===== config.mk =====
export PLATFORM = sky130hd
export DESIGN_NAME = irqc_two_level
export DESIGN_NICKNAME = d
export VERILOG_FILES = /design/src/rtl/irqc_pkg.sv /design/src/rtl/irqc_regif.sv /design/src/rtl/irqc_src_flags.sv /design/src/rtl/irqc_top_level.sv /design/src/rtl/irqc_two_level.sv
export SDC_FILE = /design/constraint.sdc
export NUM_CORES = 1
export LEC_CHECK = 0
export ABC_AREA = 1
export BUFFER_PORTS_ARGS = -buffer_cell sky130_fd_sc_hd__buf_2
export CAP_MARGIN = 20
export CORE_MARGIN = 3
export CORE_UTILIZATION = 35
export DETAILED_ROUTE_END_ITERATION = 10
export PLACE_DENSITY = 0.87
export RECOVER_POWER = 100
export SYNTH_ARGS = -nofsm -noshare
export SYNTH_HDL_FRONTEND = slang
export SYNTH_SLANG_ARGS = --single-unit

===== constraint.sdc =====
create_clock -name clk -period 1.33 [get_ports clk]
set_clock_uncertainty 0.05 [all_clocks]
set_input_delay 0.266 -clock clk [delete_from_list [all_inputs] [get_ports clk]]
set_output_delay 0.266 -clock clk [all_outputs]
set_load 0.1 [all_outputs]

===== src/rtl/irqc_pkg.sv =====
// Package: shared sizes, register addresses and top-status bit positions
// for the two-level interrupt controller.
package irqc_pkg;
    localparam int DATA_W    = 32;
    localparam int ADDR_W    = 4;
    localparam int N_SRC     = 3;
    localparam int N_TOP     = 2;
    localparam int TOP_CORE  = 0;
    localparam int TOP_BUSER = 1;

    typedef enum logic [ADDR_W-1:0] {
        A_CTL     = 4'd0,
        A_FLAGS   = 4'd1,
        A_TOP     = 4'd2,
        A_MASK    = 4'd3,
        A_UNMASK  = 4'd4,
        A_MASKSET = 4'd5
    } reg_addr_e;
endpackage


===== src/rtl/irqc_regif.sv =====
// Module: irqc_regif
// Decodes single-cycle register writes into strobes for the two levels.
// Provides the combinational read mux.
// Assumes: one write per cycle at most; reads have no side effects.
module irqc_regif
    import irqc_pkg::*;
#(
    parameter int DW   = DATA_W,
    parameter int AW   = ADDR_W,
    parameter int NSRC = N_SRC,
    parameter int NTOP = N_TOP
) (
    input  logic              wr_en,
    input  logic [AW-1:0]     wr_addr,
    input  logic [DW-1:0]     wr_data,
    input  logic [AW-1:0]     rd_addr,
    input  logic [NSRC-1:0]   en_q,
    input  logic [NSRC-1:0]   flags_q,
    input  logic [NTOP-1:0]   top_q,
    input  logic [NTOP-1:0]   mask_q,
    output logic              ctl_wr,
    output logic [2*NSRC-1:0] ctl_data,
    output logic [NTOP-1:0]   top_w1c,
    output logic [NTOP-1:0]   unmask_bits,
    output logic [NTOP-1:0]   maskset_bits,
    output logic [DW-1:0]     rd_data
);
    reg_addr_e wsel;
    reg_addr_e rsel;

    assign wsel = reg_addr_e'(wr_addr);
    assign rsel = reg_addr_e'(rd_addr);

    // Purpose: turn a write into one-cycle strobes per register.
    always_comb begin
        ctl_wr       = 1'b0;
        ctl_data     = wr_data[2*NSRC-1:0];
        top_w1c      = '0;
        unmask_bits  = '0;
        maskset_bits = '0;
        if (wr_en) begin
            case (wsel)
                A_CTL:     ctl_wr       = 1'b1;
                A_TOP:     top_w1c      = wr_data[NTOP-1:0];
                A_UNMASK:  unmask_bits  = wr_data[NTOP-1:0];
                A_MASKSET: maskset_bits = wr_data[NTOP-1:0];
                default:   ;
            endcase
        end
    end

    // Purpose: read mux; clear bits, unmask and mask-set read as zero.
    always_comb begin
        rd_data = '0;
        case (rsel)
            A_CTL:   rd_data[NSRC-1:0] = en_q;
            A_FLAGS: rd_data[NSRC-1:0] = flags_q;
            A_TOP:   rd_data[NTOP-1:0] = top_q;
            A_MASK:  rd_data[NTOP-1:0] = mask_q;
            default: rd_data = '0;
        endcase
    end
endmodule


===== src/rtl/irqc_src_flags.sv =====
// Module: irqc_src_flags
// First level: sticky source flags with per-flag enable and self-acting clear.
// Exposes the next-state summary so the core bit lands on the same edge.
// Assumes: priority per flag is soft clear, then event, then clear bit.
module irqc_src_flags #(
    parameter int NSRC = irqc_pkg::N_SRC
) (
    input  logic              clk,
    input  logic              rst_n,
    input  logic              soft_clr,
    input  logic              ctl_wr,
    input  logic [2*NSRC-1:0] ctl_data,
    input  logic [NSRC-1:0]   evt,
    output logic [NSRC-1:0]   en_q,
    output logic [NSRC-1:0]   flags_q,
    output logic              core_next
);
    logic [NSRC-1:0] en_next;
    logic [NSRC-1:0] flag_next;

    // Purpose: enable register, loaded by every control-word write.
    always_ff @(posedge clk) begin
        if (!rst_n)      en_q <= '0;
        else if (ctl_wr) en_q <= ctl_data[NSRC-1:0];
    end

    assign en_next = ctl_wr ? ctl_data[NSRC-1:0] : en_q;

    for (genvar i = 0; i < NSRC; i++) begin : g_flag
        logic clr_i;
        assign clr_i = ctl_wr & ctl_data[NSRC+i];

        // Purpose: next value of flag i (soft clear > event > clear bit).
        always_comb begin
            if (soft_clr)   flag_next[i] = 1'b0;
            else if (evt[i]) flag_next[i] = 1'b1;
            else if (clr_i)  flag_next[i] = 1'b0;
            else             flag_next[i] = flags_q[i];
        end

        // Purpose: flag i storage.
        always_ff @(posedge clk) begin
            if (!rst_n) flags_q[i] <= 1'b0;
            else        flags_q[i] <= flag_next[i];
        end

        a_r2_evt_sets: assert property (@(posedge clk) disable iff (!rst_n)
            (evt[i] && !soft_clr) |=> flags_q[i]);
        a_r3_clear_bit: assert property (@(posedge clk) disable iff (!rst_n)
            (clr_i && !evt[i] && !soft_clr) |=> !flags_q[i]);
        a_r9_set_wins: assert property (@(posedge clk) disable iff (!rst_n)
            (clr_i && evt[i] && !soft_clr) |=> flags_q[i]);
    end

    assign core_next = |(flag_next & en_next);

    a_r3_en_hold: assert property (@(posedge clk) disable iff (!rst_n)
        !ctl_wr |=> $stable(en_q));
endmodule


===== src/rtl/irqc_top_level.sv =====
// Module: irqc_top_level
// Second level: top status (core bit tracks level one, other bits sticky W1C),
// the mask driven only by unmask/mask-set strobes, and the irq output.
// Assumes: core_next already reflects soft clear and same-edge updates.
module irqc_top_level
    import irqc_pkg::*;
#(
    parameter int NTOP = N_TOP
) (
    input  logic            clk,
    input  logic            rst_n,
    input  logic            core_next,
    input  logic [NTOP-1:0] side_evt,
    input  logic [NTOP-1:0] top_w1c,
    input  logic [NTOP-1:0] unmask_bits,
    input  logic [NTOP-1:0] maskset_bits,
    output logic [NTOP-1:0] top_q,
    output logic [NTOP-1:0] mask_q,
    output logic            irq
);
    localparam logic [NTOP-1:0] MASK_RST = {NTOP{1'b1}};

    for (genvar b = 0; b < NTOP; b++) begin : g_top
        if (b == TOP_CORE) begin : g_core
            // Purpose: core bit follows the level-one summary every edge.
            always_ff @(posedge clk) begin
                if (!rst_n) top_q[b] <= 1'b0;
                else        top_q[b] <= core_next;
            end
        end else begin : g_sticky
            // Purpose: sticky event bit, set wins over write-1-to-clear.
            always_ff @(posedge clk) begin
                if (!rst_n)           top_q[b] <= 1'b0;
                else if (side_evt[b]) top_q[b] <= 1'b1;
                else if (top_w1c[b])  top_q[b] <= 1'b0;
            end

            a_r5_sticky: assert property (@(posedge clk) disable iff (!rst_n)
                side_evt[b] |=> top_q[b]);
            a_r5_w1c: assert property (@(posedge clk) disable iff (!rst_n)
                (top_w1c[b] && !side_evt[b]) |=> !top_q[b]);
        end
    end

    // Purpose: mask changes only through the unmask and mask-set strobes.
    always_ff @(posedge clk) begin
        if (!rst_n) mask_q <= MASK_RST;
        else        mask_q <= (mask_q & ~unmask_bits) | maskset_bits;
    end

    // Purpose: interrupt line from unmasked top status.
    assign irq = |(top_q & ~mask_q);

    a_r6_mask_hold: assert property (@(posedge clk) disable iff (!rst_n)
        (unmask_bits == '0 && maskset_bits == '0) |=> $stable(mask_q));
    a_r7_unmask: assert property (@(posedge clk) disable iff (!rst_n)
        (unmask_bits != '0 && maskset_bits == '0) |=> ((mask_q & $past(unmask_bits)) == '0));
    a_r7_maskset: assert property (@(posedge clk) disable iff (!rst_n)
        (maskset_bits != '0) |=> ((mask_q & $past(maskset_bits)) == $past(maskset_bits)));
    a_r8_irq_closed: assert property (@(posedge clk) disable iff (!rst_n)
        (mask_q == MASK_RST) |-> !irq);
endmodule


===== src/rtl/irqc_two_level.sv =====
// Module: irqc_two_level
// Top of the two-level interrupt controller: register decode, level-one
// source flags and the level-two status/mask stage.
// Assumes: synchronous active-low reset; event inputs are one-cycle pulses
// or levels sampled each edge.
module irqc_two_level
    import irqc_pkg::*;
#(
    parameter int DW   = DATA_W,
    parameter int AW   = ADDR_W,
    parameter int NSRC = N_SRC,
    parameter int NTOP = N_TOP
) (
    input  logic            clk,
    input  logic            rst_n,
    input  logic            soft_clr,
    input  logic            wr_en,
    input  logic [AW-1:0]   wr_addr,
    input  logic [DW-1:0]   wr_data,
    input  logic [AW-1:0]   rd_addr,
    output logic [DW-1:0]   rd_data,
    input  logic [NSRC-1:0] src_evt,
    input  logic            bus_err_evt,
    output logic            irq
);
    logic              ctl_wr;
    logic [2*NSRC-1:0] ctl_data;
    logic [NTOP-1:0]   top_w1c;
    logic [NTOP-1:0]   unmask_bits;
    logic [NTOP-1:0]   maskset_bits;
    logic [NSRC-1:0]   en_q;
    logic [NSRC-1:0]   flags_q;
    logic              core_next;
    logic [NTOP-1:0]   top_q;
    logic [NTOP-1:0]   mask_q;
    logic [NTOP-1:0]   side_evt;

    // Purpose: route the bus-error pulse to its top bit; core slot unused.
    always_comb begin
        side_evt            = '0;
        side_evt[TOP_BUSER] = bus_err_evt;
    end

    irqc_regif #(.DW(DW), .AW(AW), .NSRC(NSRC), .NTOP(NTOP)) u_regif (
        .wr_en       (wr_en),
        .wr_addr     (wr_addr),
        .wr_data     (wr_data),
        .rd_addr     (rd_addr),
        .en_q        (en_q),
        .flags_q     (flags_q),
        .top_q       (top_q),
        .mask_q      (mask_q),
        .ctl_wr      (ctl_wr),
        .ctl_data    (ctl_data),
        .top_w1c     (top_w1c),
        .unmask_bits (unmask_bits),
        .maskset_bits(maskset_bits),
        .rd_data     (rd_data)
    );

    irqc_src_flags #(.NSRC(NSRC)) u_src (
        .clk      (clk),
        .rst_n    (rst_n),
        .soft_clr (soft_clr),
        .ctl_wr   (ctl_wr),
        .ctl_data (ctl_data),
        .evt      (src_evt),
        .en_q     (en_q),
        .flags_q  (flags_q),
        .core_next(core_next)
    );

    irqc_top_level #(.NTOP(NTOP)) u_top (
        .clk         (clk),
        .rst_n       (rst_n),
        .core_next   (core_next),
        .side_evt    (side_evt),
        .top_w1c     (top_w1c),
        .unmask_bits (unmask_bits),
        .maskset_bits(maskset_bits),
        .top_q       (top_q),
        .mask_q      (mask_q),
        .irq         (irq)
    );

    a_r4_core_match: assert property (@(posedge clk) disable iff (!rst_n)
        top_q[TOP_CORE] == |(flags_q & en_q));
    a_r10_soft_clr: assert property (@(posedge clk) disable iff (!rst_n)
        soft_clr |=> (flags_q == '0 && !top_q[TOP_CORE]));
    a_r10_soft_keeps_mask: assert property (@(posedge clk) disable iff (!rst_n)
        (soft_clr && !wr_en) |=> $stable(mask_q));
endmodule


==> impl_metrics.py, run 1 <==
metrics = {
    "synthesis": {
        "yosysSeqAreaShare_pct": 23.9,
        "ys_seq_elements": 10,
        "yosys.area.top_type": "buf_4",
        "postSynthCellCount": 122,
        "synthTopCellsByArea": "buf_4, dfxtp_1, inv_1",
        "syn_area_um2": 837,
        "synth_cell_type_count": 19,
        "ys_warn_count": 0,
        "synth.avg_cell_area_um2": 6.86,
        "yosysTopAreaCellShare_pct": 26.0,
    },
    "setup_path": {
        "rr_endpoint": "u_top.top_q[0]",
        "rr_worst_depth": 6,
        "startpoint_type": "flip-flop",
        "crit-reg2reg-launch": "u_src.en_q[1]",
        "reg2reg_slack_ns": 0.44,
        "path_class": "reg2out",
        "cp.arrival_ns": 1.10,
        "critPathCapture": "rd_data[1]",
        "critPathLaunch": "u_src.en_q[1]",
        "crit_fanout": 2,
        "worstPathRequired_ns": 1.01,
        "end_kind": "output port",
    },
    "global_routing": {
        "grt_pass1_vias": 699,
        "antenna_found_initial": 0,
        "grt_use_total_pct": 13.4,
        "grt_start_max_net_pins": 9,
        "grt_pass1_wl_um": 2850,
        "grt-ovfl-total": 0,
    },
    "placed_design": {
        "place_congestion": 0.779,
        "place_inst": 175,
        "numPortBuffers": 25,
        "place_hpwl_um": 1480,
        "placed_cell_area_mm2": 0.00103,
        "pre_cts_ws_ns": -0.159,
    },
    "worst_hold_path": {
        "hold_class": "in2reg",
        "hold_depth": 2,
    },
    "clock_network": {
        "clock_sinks": 10,
        "cts.htree.levels": 1,
        "cts_hold_buf": 0,
        "clk_pin_slew_ns": 0.07,
        "cts_tree": "done",
        "cts-buffers-inserted": 3,
        "clk_latency_ns": 0.27,
        "root_buffer": "clkbuf_4",
        "clock_path_buffers": 2,
    },
    "cells_and_area": {
        "drive_above_1_share_pct": 35.9,
        "finalInstanceArea_mm2": 0.00108,
        "syn_to_final_growth_pct": 29.3,
        "layout.cells.non_filler": 181,
        "diodes": 0,
        "nets": 202,
        "utilization_pct": 48.5,
    },
    "floorplan": {
        "core_mm2": 0.00223,
        "io_pins": 81,
        "die_w_um": 54.9,
        "dieHeight_um": 54.9,
        "rows": 17,
        "dieArea_mm2": 0.00301,
        "start_util_pct": 37.5,
    },
    "sta": {
        "max_freq_mhz": 705,
        "final_hold_viol_count": 0,
        "finalCritPeriodShare_pct": 107,
        "final-setup-viol-count": 4,
        "rsz0062_at_grt": "true",
        "setup_ws_ns": -0.0890,
        "slew_viol_final": 0,
        "timing.final.crit_period_ns": 1.42,
        "hold_slack_ns": 0.170,
    },
    "routing": {
        "drtAntennaViolNets": 0,
        "wl_um": 1830,
        "post_drt_wl_per_cell_um": 10.1,
        "dr_total_vias": 796,
        "remaining_drc_errors": 0,
        "dr.pass1.iters": 4,
        "viasPerCell": 4.40,
        "drt_iter0_markers": 23,
    },
    "flow_run": {
        "maxCapViolCount": 0,
    },
    "pwr": {
        "power.density_mw_per_mm2": 1030,
        "vdd_ir_drop_max_mv": 0.512,
        "p_leak_uw": 0.000507,
    },
    "run_status": {
        "outcome": "finished with violations",
        "violations": "negative setup slack",
    },
}
-- power breakdown --
group          total [uW]  internal (uW)  switching, uW
Clock                 282            166            116
Sequential            316            310           6.35
Combinational         520           65.9            454
Total                1120            542            576
-- timing repair --
item,in CTS,in global routing
setup endpoints to repair,4,4
pin swaps,9,4
setup buffers,1,0
resized for setup,16,3
cloned,1,0
-- cells in the final DEF (no fill, tap or decap), drive strengths merged, types with 6 or more instances in the layout --
cell type   n
conb       29
buf        26
inv        21
nand2      16
nand3      13
nor2       11
dfxtp      10
nand4       9
o21ai       6
clkbuf      6
-- layout make-up --
type | instances | area (um2)
Multi-Input combinational cell | 90 | 497
Inverter | 21 | 78.8
Fill cell | 245 | 1150
Tap cell | 28 | 35.0
Sequential cell | 10 | 210
Clock buffer | 4 | 36.3
Timing Repair Buffer | 28 | 225
-- cell families after synthesis --
logic type / count (synthesis) / synth area share (%)
buffers and inverters: 51 / 36.0
AND/OR/NAND/NOR: 49 / 30.5
flip-flops: 10 / 23.9
other: 1 / 0.448
AO/OA/AOI/OAI: 11 / 9.12
-- metal layers --
metal / GRT usage, % / share of wire (%)
met2: 23.2 / 50
met4: 5.67 / 1.4
met3: 4.29 / 9.6
met1: 14.9 / 39
met5: 0 / 0
-- worst max-delay path, cell delays in order (launching register included) --
cell and delay, ns:
dfxtp_2 0.33, nand4_1 0.14, o2111ai_4 0.15, buf_12 0.20
-- cell usage after synthesis, drive strengths merged --
cell type	n
a21oi	1
inv	21
o2111ai	2
nor4	1
nand2	16
nand3	13
dfxtp	10
nor2	10
o21ai	6
conb	1
o22ai	2
nand4	9
buf	30
-- sequential cells by signal (all words and copies together) (netlist names) --
register	flops
u_top.top_q	2
u_src.flags_q	3
u_src.en_q	3
u_top.mask_q	2
-- worst min path at each step --
| stage | startpoint | to | slack, ns |
|---|---|---|---|
| 2_1_floorplan | rst_n | u_top.mask_q[0] | 0.30 |
| 3_3_place_gp | u_top.top_q[1] | u_top.top_q[1] | 0.43 |
| 3_5_place_dp | u_top.top_q[1] | u_top.top_q[1] | 0.43 |
| 4_1_cts | rst_n | u_top.mask_q[0] | 0.16 |
| 5_1_grt | rst_n | u_top.mask_q[1] | 0.16 |
| 6_report | rst_n | u_top.mask_q[1] | 0.17 |
-- through the flow --
stage	power (uW)	TNS (ns)
floorplan	832	-0.507
global placement	835	-0.418
detailed placement	839	-0.434
CTS	1130	-0.294
global route	1170	-0.494
finish	1120	-0.188
Power figures use the tool's default switching activity.
==> run 2, diff against run 1 <==
- CTS_CLUSTER_SIZE: default -> 25
- SKIP_LAST_GASP: default -> 1
==> run 2 against run 1 <==
  * The run still ends with negative setup slack left
  * Non-clock buffer count unchanged
  * First-iteration DRC count did not move
  * Register-to-register slack about the same
  * Core utilization shrank 0.17 points
  * Power barely moved
  * Hold slack did not move
  * Sequential share of layout area increased by 0.068 points
  * Final area shrank 0.35%
  * Cell count unchanged
  * Wire length down 0.11%
  * Fmax stayed put
==> impl_metrics.py, run 2 (synthesis gave the netlist of run 1 again) <==
metrics = {
    "floorplan": {
        "core_mm2": 0.00223,
        "rows": 17,
        "dieArea_mm2": 0.00301,
        "die_w_um": 54.9,
        "dieHeight_um": 54.9,
        "start_util_pct": 37.5,
        "io_pins": 81,
    },
    "cells_and_area": {
        "nets": 202,
        "diodes": 0,
        "seq_area_um2": 210,
        "reg_top3": "u_src.en_q: 3 flops, u_src.flags_q: 3 flops",
        "multiInputGateArea_um2": 497,
        "finalInstanceArea_mm2": 0.00108,
        "layout_commonest_cell": "conb_1",
        "layout_common_cells": "conb_1, buf_2, nand2_1",
        "num-fill-cells": 247,
        "syn_to_final_growth_pct": 28.8,
        "drive_above_1_share_pct": 35.9,
    },
    "routing": {
        "drtAntennaViolNets": 0,
        "wl_um": 1820,
        "remaining_drc_errors": 0,
        "dr_total_vias": 796,
        "highest_layer": "met4",
        "drt_iter0_markers": 23,
        "drt-met1-wl_um": 703,
        "post_drt_wl_per_cell_um": 10.1,
        "viasPerCell": 4.40,
        "dr_wl_met3_um": 176,
        "dr.pass1.iters": 4,
        "routed-wl-met2_um": 918,
    },
    "global_routing": {
        "antenna_found_initial": 0,
        "grt_pass1_wl_um": 2850,
        "grt_pass1_vias": 699,
        "grt_start_max_net_pins": 9,
        "grt_use_total_pct": 13.4,
        "grt-ovfl-total": 0,
    },
    "pwr": {
        "power.density_mw_per_mm2": 1040,
        "power_frac_seq_pct": 28.3,
        "pwr-share-clk_pct": 25.2,
        "intPower_uw": 542,
        "switchingPower_uw": 576,
        "vdd_ir_drop_max_mv": 0.512,
        "p_leak_uw": 0.000506,
        "power_switching_share_pct": 51.5,
        "comb_power_share_pct": 46.5,
    },
    "flow_run": {
        "maxCapViolCount": 0,
    },
    "sta": {
        "tns_ns": -0.207,
        "final-setup-viol-count": 4,
        "setup_ws_ns": -0.0890,
        "rsz0062_at_grt": "true",
        "timing.final.crit_period_ns": 1.42,
        "final_hold_viol_count": 0,
        "finalCritPeriodShare_pct": 107,
        "max_freq_mhz": 705,
        "slew_viol_final": 0,
    },
    "setup_path": {
        "end_kind": "output port",
        "path_class": "reg2out",
        "worstPathRequired_ns": 1.01,
        "reg2reg_slack_ns": 0.44,
        "crit_fanout": 2,
        "cp.arrival_ns": 1.10,
        "startpoint_type": "flip-flop",
    },
    "clock_network": {
        "cts-buffers-inserted": 3,
        "cts_tree": "done",
        "clock_sinks": 10,
        "clock_path_buffers": 2,
        "root_buffer": "clkbuf_4",
        "cts_hold_buf": 0,
        "clk_pin_slew_ns": 0.07,
        "clk_latency_ns": 0.27,
        "cts.htree.levels": 1,
    },
    "worst_hold_path": {
        "hold_class": "in2reg",
    },
    "placed_design": {
        "numPortBuffers": 25,
        "place_hpwl_um": 1480,
        "place_congestion": 0.779,
        "placed_cell_area_mm2": 0.00103,
    },
    "run_status": {
        "violations": "negative setup slack",
        "outcome": "finished with violations",
    },
}
-- run 2: cell counts in the layout (fill, tap and decap cells not counted) --
Identical to the previous run, type by type.
-- run 2: area by class of cell --
cell class,instances,area share [%]
Clock buffer,4,3.36
Inverter,21,7.31
Multi-Input combinational cell,90,46.1
Sequential cell,10,19.5
Tap cell,28,3.25
Timing Repair Buffer,28,20.5
-- run 2: stage by stage --
stage	total power, uW	utilization [%]	setup slack (ns)	hold slack (ns)	std cells
detailed placement	839	46.3	-0.159	0.428	175
CTS	1130	49.9	-0.105	0.160	181
finish	1120	48.3	-0.0890	0.170	181
global route	1170	48.3	-0.159	0.159	181
global placement	835	46.3	-0.154	0.428	175
floorplan	832	-	-0.183	0.300	150
-- run 2: final timing paths --
path	startpoint	endpoint	depth (start not counted)
min reg2reg	u_top.top_q[1]	u_top.top_q[1]	2
min	rst_n	u_top.mask_q[1]	2
max reg2reg	u_src.en_q[1]	u_top.top_q[0]	6
max	u_src.en_q[1]	rd_data[1]	3
-- run 2: power groups by stage --
stage / Combinational [uW] / Clock [uW] / Sequential [uW]
after global routing: 543 / 308 / 317
after global placement: 514 / 0 / 321
after CTS: 529 / 289 / 316
after detailed placement: 518 / 0 / 321
after floorplan: 513 / 0 / 319
final: 519 / 282 / 316
-- run 2: metal layers --
| layer | GRT usage, % | vias to the layer above |
|---|---|---|
| li1 | - | 403 |
| met1 | 14.9 | 344 |
| met2 | 23.2 | 45 |
| met3 | 4.29 | 4 |
| met4 | 5.67 | 0 |
| met5 | 0 | - |
-- run 2: worst max-delay path, stage by stage (launching register included) --
cell and delay, ns:
dfxtp_2 0.33, nand4_1 0.14, o2111ai_4 0.15, buf_12 0.20
-- run 2: repair_timing --
action                                  4_1_cts  5_1_grt
pin swaps                                     9        4
setup buffers                                 1        0
gates resized for setup                      16        2
cloned                                        1        0
endpoints found under the setup margin        4        4
==> run 3, diff against run 2 <==
- CELL_PAD_IN_SITES_DETAIL_PLACEMENT: default -> 2
- CELL_PAD_IN_SITES_GLOBAL_PLACEMENT: default -> 2
- CORE_UTILIZATION: 35 -> 16
- PLACE_DENSITY: 0.87 -> 0.88
==> run 3 against run 2 <==
  * The run still ends with negative setup slack left
  * Sequential cell count is the same
  * Clock power grew 8.5%
  * Core utilization shrank 25 points
  * Register-to-register slack lost 0.02 ns
  * Die area grew 100%
  * Hold slack gained 0.044 ns
  * Critical path type is now in2out
  * Largest power group unchanged
  * Highest routed layer unchanged
==> impl_metrics.py, run 3 (synthesis gave the netlist of run 1 again) <==
metrics = {
    "global_routing": {
        "grt_use_met2_pct": 14.6,
        "globalRouteMet3Util_pct": 2.06,
        "grt_start_max_net_pins": 9,
        "grt_pass1_vias": 856,
        "use_met1_pct": 10.2,
        "grt_pass1_wl_um": 4110,
        "antenna_found_initial": 0,
        "grt_use_total_pct": 8.50,
        "grt-ovfl-total": 0,
        "grt-busiest-layer": "met2",
    },
    "setup_path": {
        "end_kind": "output port",
        "cp.arrival_ns": 1.10,
        "reg2reg_slack_ns": 0.42,
        "rr_endpoint": "u_top.top_q[0]",
        "rr_worst_depth": 6,
        "critPathLaunch": "rd_addr[3]",
        "worstPathRequired_ns": 1.01,
        "critPathCapture": "rd_data[1]",
        "startpoint_type": "input port",
        "crit_fanout": 5,
        "path_class": "in2out",
        "crit-reg2reg-launch": "u_src.en_q[0]",
    },
    "clock_network": {
        "clock_path_buffers": 2,
        "cts_tree": "done",
        "clk_pin_slew_ns": 0.05,
        "cts_hold_buf": 0,
        "clock_sinks": 10,
        "cts-buffers-inserted": 3,
        "clk_latency_ns": 0.23,
        "root_buffer": "clkbuf_8",
        "cts.htree.levels": 1,
    },
    "cells_and_area": {
        "drive_above_1_share_pct": 32.2,
        "syn_to_final_growth_pct": 36.3,
        "reg_top3": "u_src.en_q: 3 flops, u_src.flags_q: 3 flops",
        "layout_common_cells": "conb_1, buf_2, nand2_1",
        "num-fill-cells": 611,
        "layout_commonest_cell": "conb_1",
        "diodes": 0,
        "nets": 202,
    },
    "floorplan": {
        "die_w_um": 78.3,
        "dieArea_mm2": 0.00614,
        "dieHeight_um": 78.3,
        "core_mm2": 0.00488,
        "io_pins": 81,
        "start_util_pct": 17.2,
        "rows": 25,
    },
    "pwr": {
        "p_leak_uw": 0.000510,
        "power.density_mw_per_mm2": 1010,
        "vdd_ir_drop_max_mv": 0.235,
        "fin_total_pwr_uw": 1150,
    },
    "placed_design": {
        "place_hpwl_um": 2190,
        "place_congestion": 0.774,
        "pre_cts_ws_ns": -0.196,
        "numPortBuffers": 25,
    },
    "sta": {
        "final-setup-viol-count": 3,
        "max_freq_mhz": 704,
        "slew_viol_final": 0,
        "timing.final.crit_period_ns": 1.42,
        "hold_slack_ns": 0.214,
        "final_hold_viol_count": 0,
        "rsz0062_at_grt": "true",
        "tns_ns": -0.252,
        "setup_ws_ns": -0.0897,
        "finalCritPeriodShare_pct": 107,
    },
    "flow_run": {
        "maxCapViolCount": 0,
    },
    "routing": {
        "drt_iter0_markers": 10,
        "post_drt_wl_per_cell_um": 11.4,
        "dr_total_vias": 811,
        "remaining_drc_errors": 0,
        "drtAntennaViolNets": 0,
        "viasPerCell": 3.70,
        "dr.pass1.iters": 3,
        "wl_um": 2490,
    },
    "worst_hold_path": {
        "hold_class": "in2reg",
    },
    "run_status": {
        "outcome": "finished with violations",
        "violations": "negative setup slack",
    },
}
-- run 3: cell types whose count changed in the layout (fill, tap and decap cells not counted), moves of 2 or more --
cell,change
clkbuf_4,-3
dfxtp_2,-6
o21ai_0,+2
dfxtp_1,+5
clkbuf_8,+2
o21ai_1,-2
-- run 3: routing by layer --
metal  part of all wire (%)  vias to the layer above  wire (um)
li1                       -                      402          -
met1                     38                      378        959
met2                     54                       27       1360
met3                    5.7                        4        143
met4                    1.2                        0         31
met5                      0                        -          0
-- run 3: stage by stage --
| step | instances | utilization [%] | instance area (um2) |
|---|---|---|---|
| 6_report | 219 | 23.4 | 1140 |
| 5_1_grt | 219 | 23.4 | 1140 |
| 4_1_cts | 219 | 23.7 | 1160 |
| 3_5_place_dp | 215 | 22.4 | 1090 |
| 3_3_place_gp | 215 | 22.4 | 1090 |
| 2_1_floorplan | 150 | - | 1020 |
-- run 3: how the worst min path moves through the flow --
stage,from,endpoint,slack (ns),depth (start not counted)
5_1_grt,rst_n,u_top.mask_q[1],0.23,2
6_report,rst_n,u_top.mask_q[1],0.21,2
3_3_place_gp,u_top.top_q[1],u_top.top_q[1],0.43,2
2_1_floorplan,rst_n,u_top.mask_q[0],0.30,1
4_1_cts,rst_n,u_top.mask_q[1],0.21,2
3_5_place_dp,rst_n,u_top.mask_q[1],0.45,2
-- run 3: critical path, cell delays in order --
cell and delay (ns):
buf_8 0.10, nor2_4 0.18, nand3_4 0.12, o2111ai_4 0.22, buf_12 0.20
-- run 3: area by class of cell --
| type | instances | area, um2 | share of cell area [%] |
|---|---|---|---|
| multi-input combinational | 90 | 504 | 44.2 |
| sequential | 10 | 206 | 18.1 |
| tap | 67 | 83.8 | 7.35 |
| inverter | 21 | 78.8 | 6.91 |
| clock buffer | 3 | 41.3 | 3.62 |
| timing repair buffer | 28 | 226 | 19.8 |
-- run 3: timing repair --
item | 4_1_cts | 5_1_grt
setup endpoints to repair | 4 | 4
resized for setup | 7 | 6
pin swaps | 4 | 4
cloned | 1 | 0
buffers inserted | 0 | 0
-- run 3: power by group --
group	switching, uW	internal (uW)
combinational	462	67.4
sequential	6.56	308
clock	109	197
total	577	573
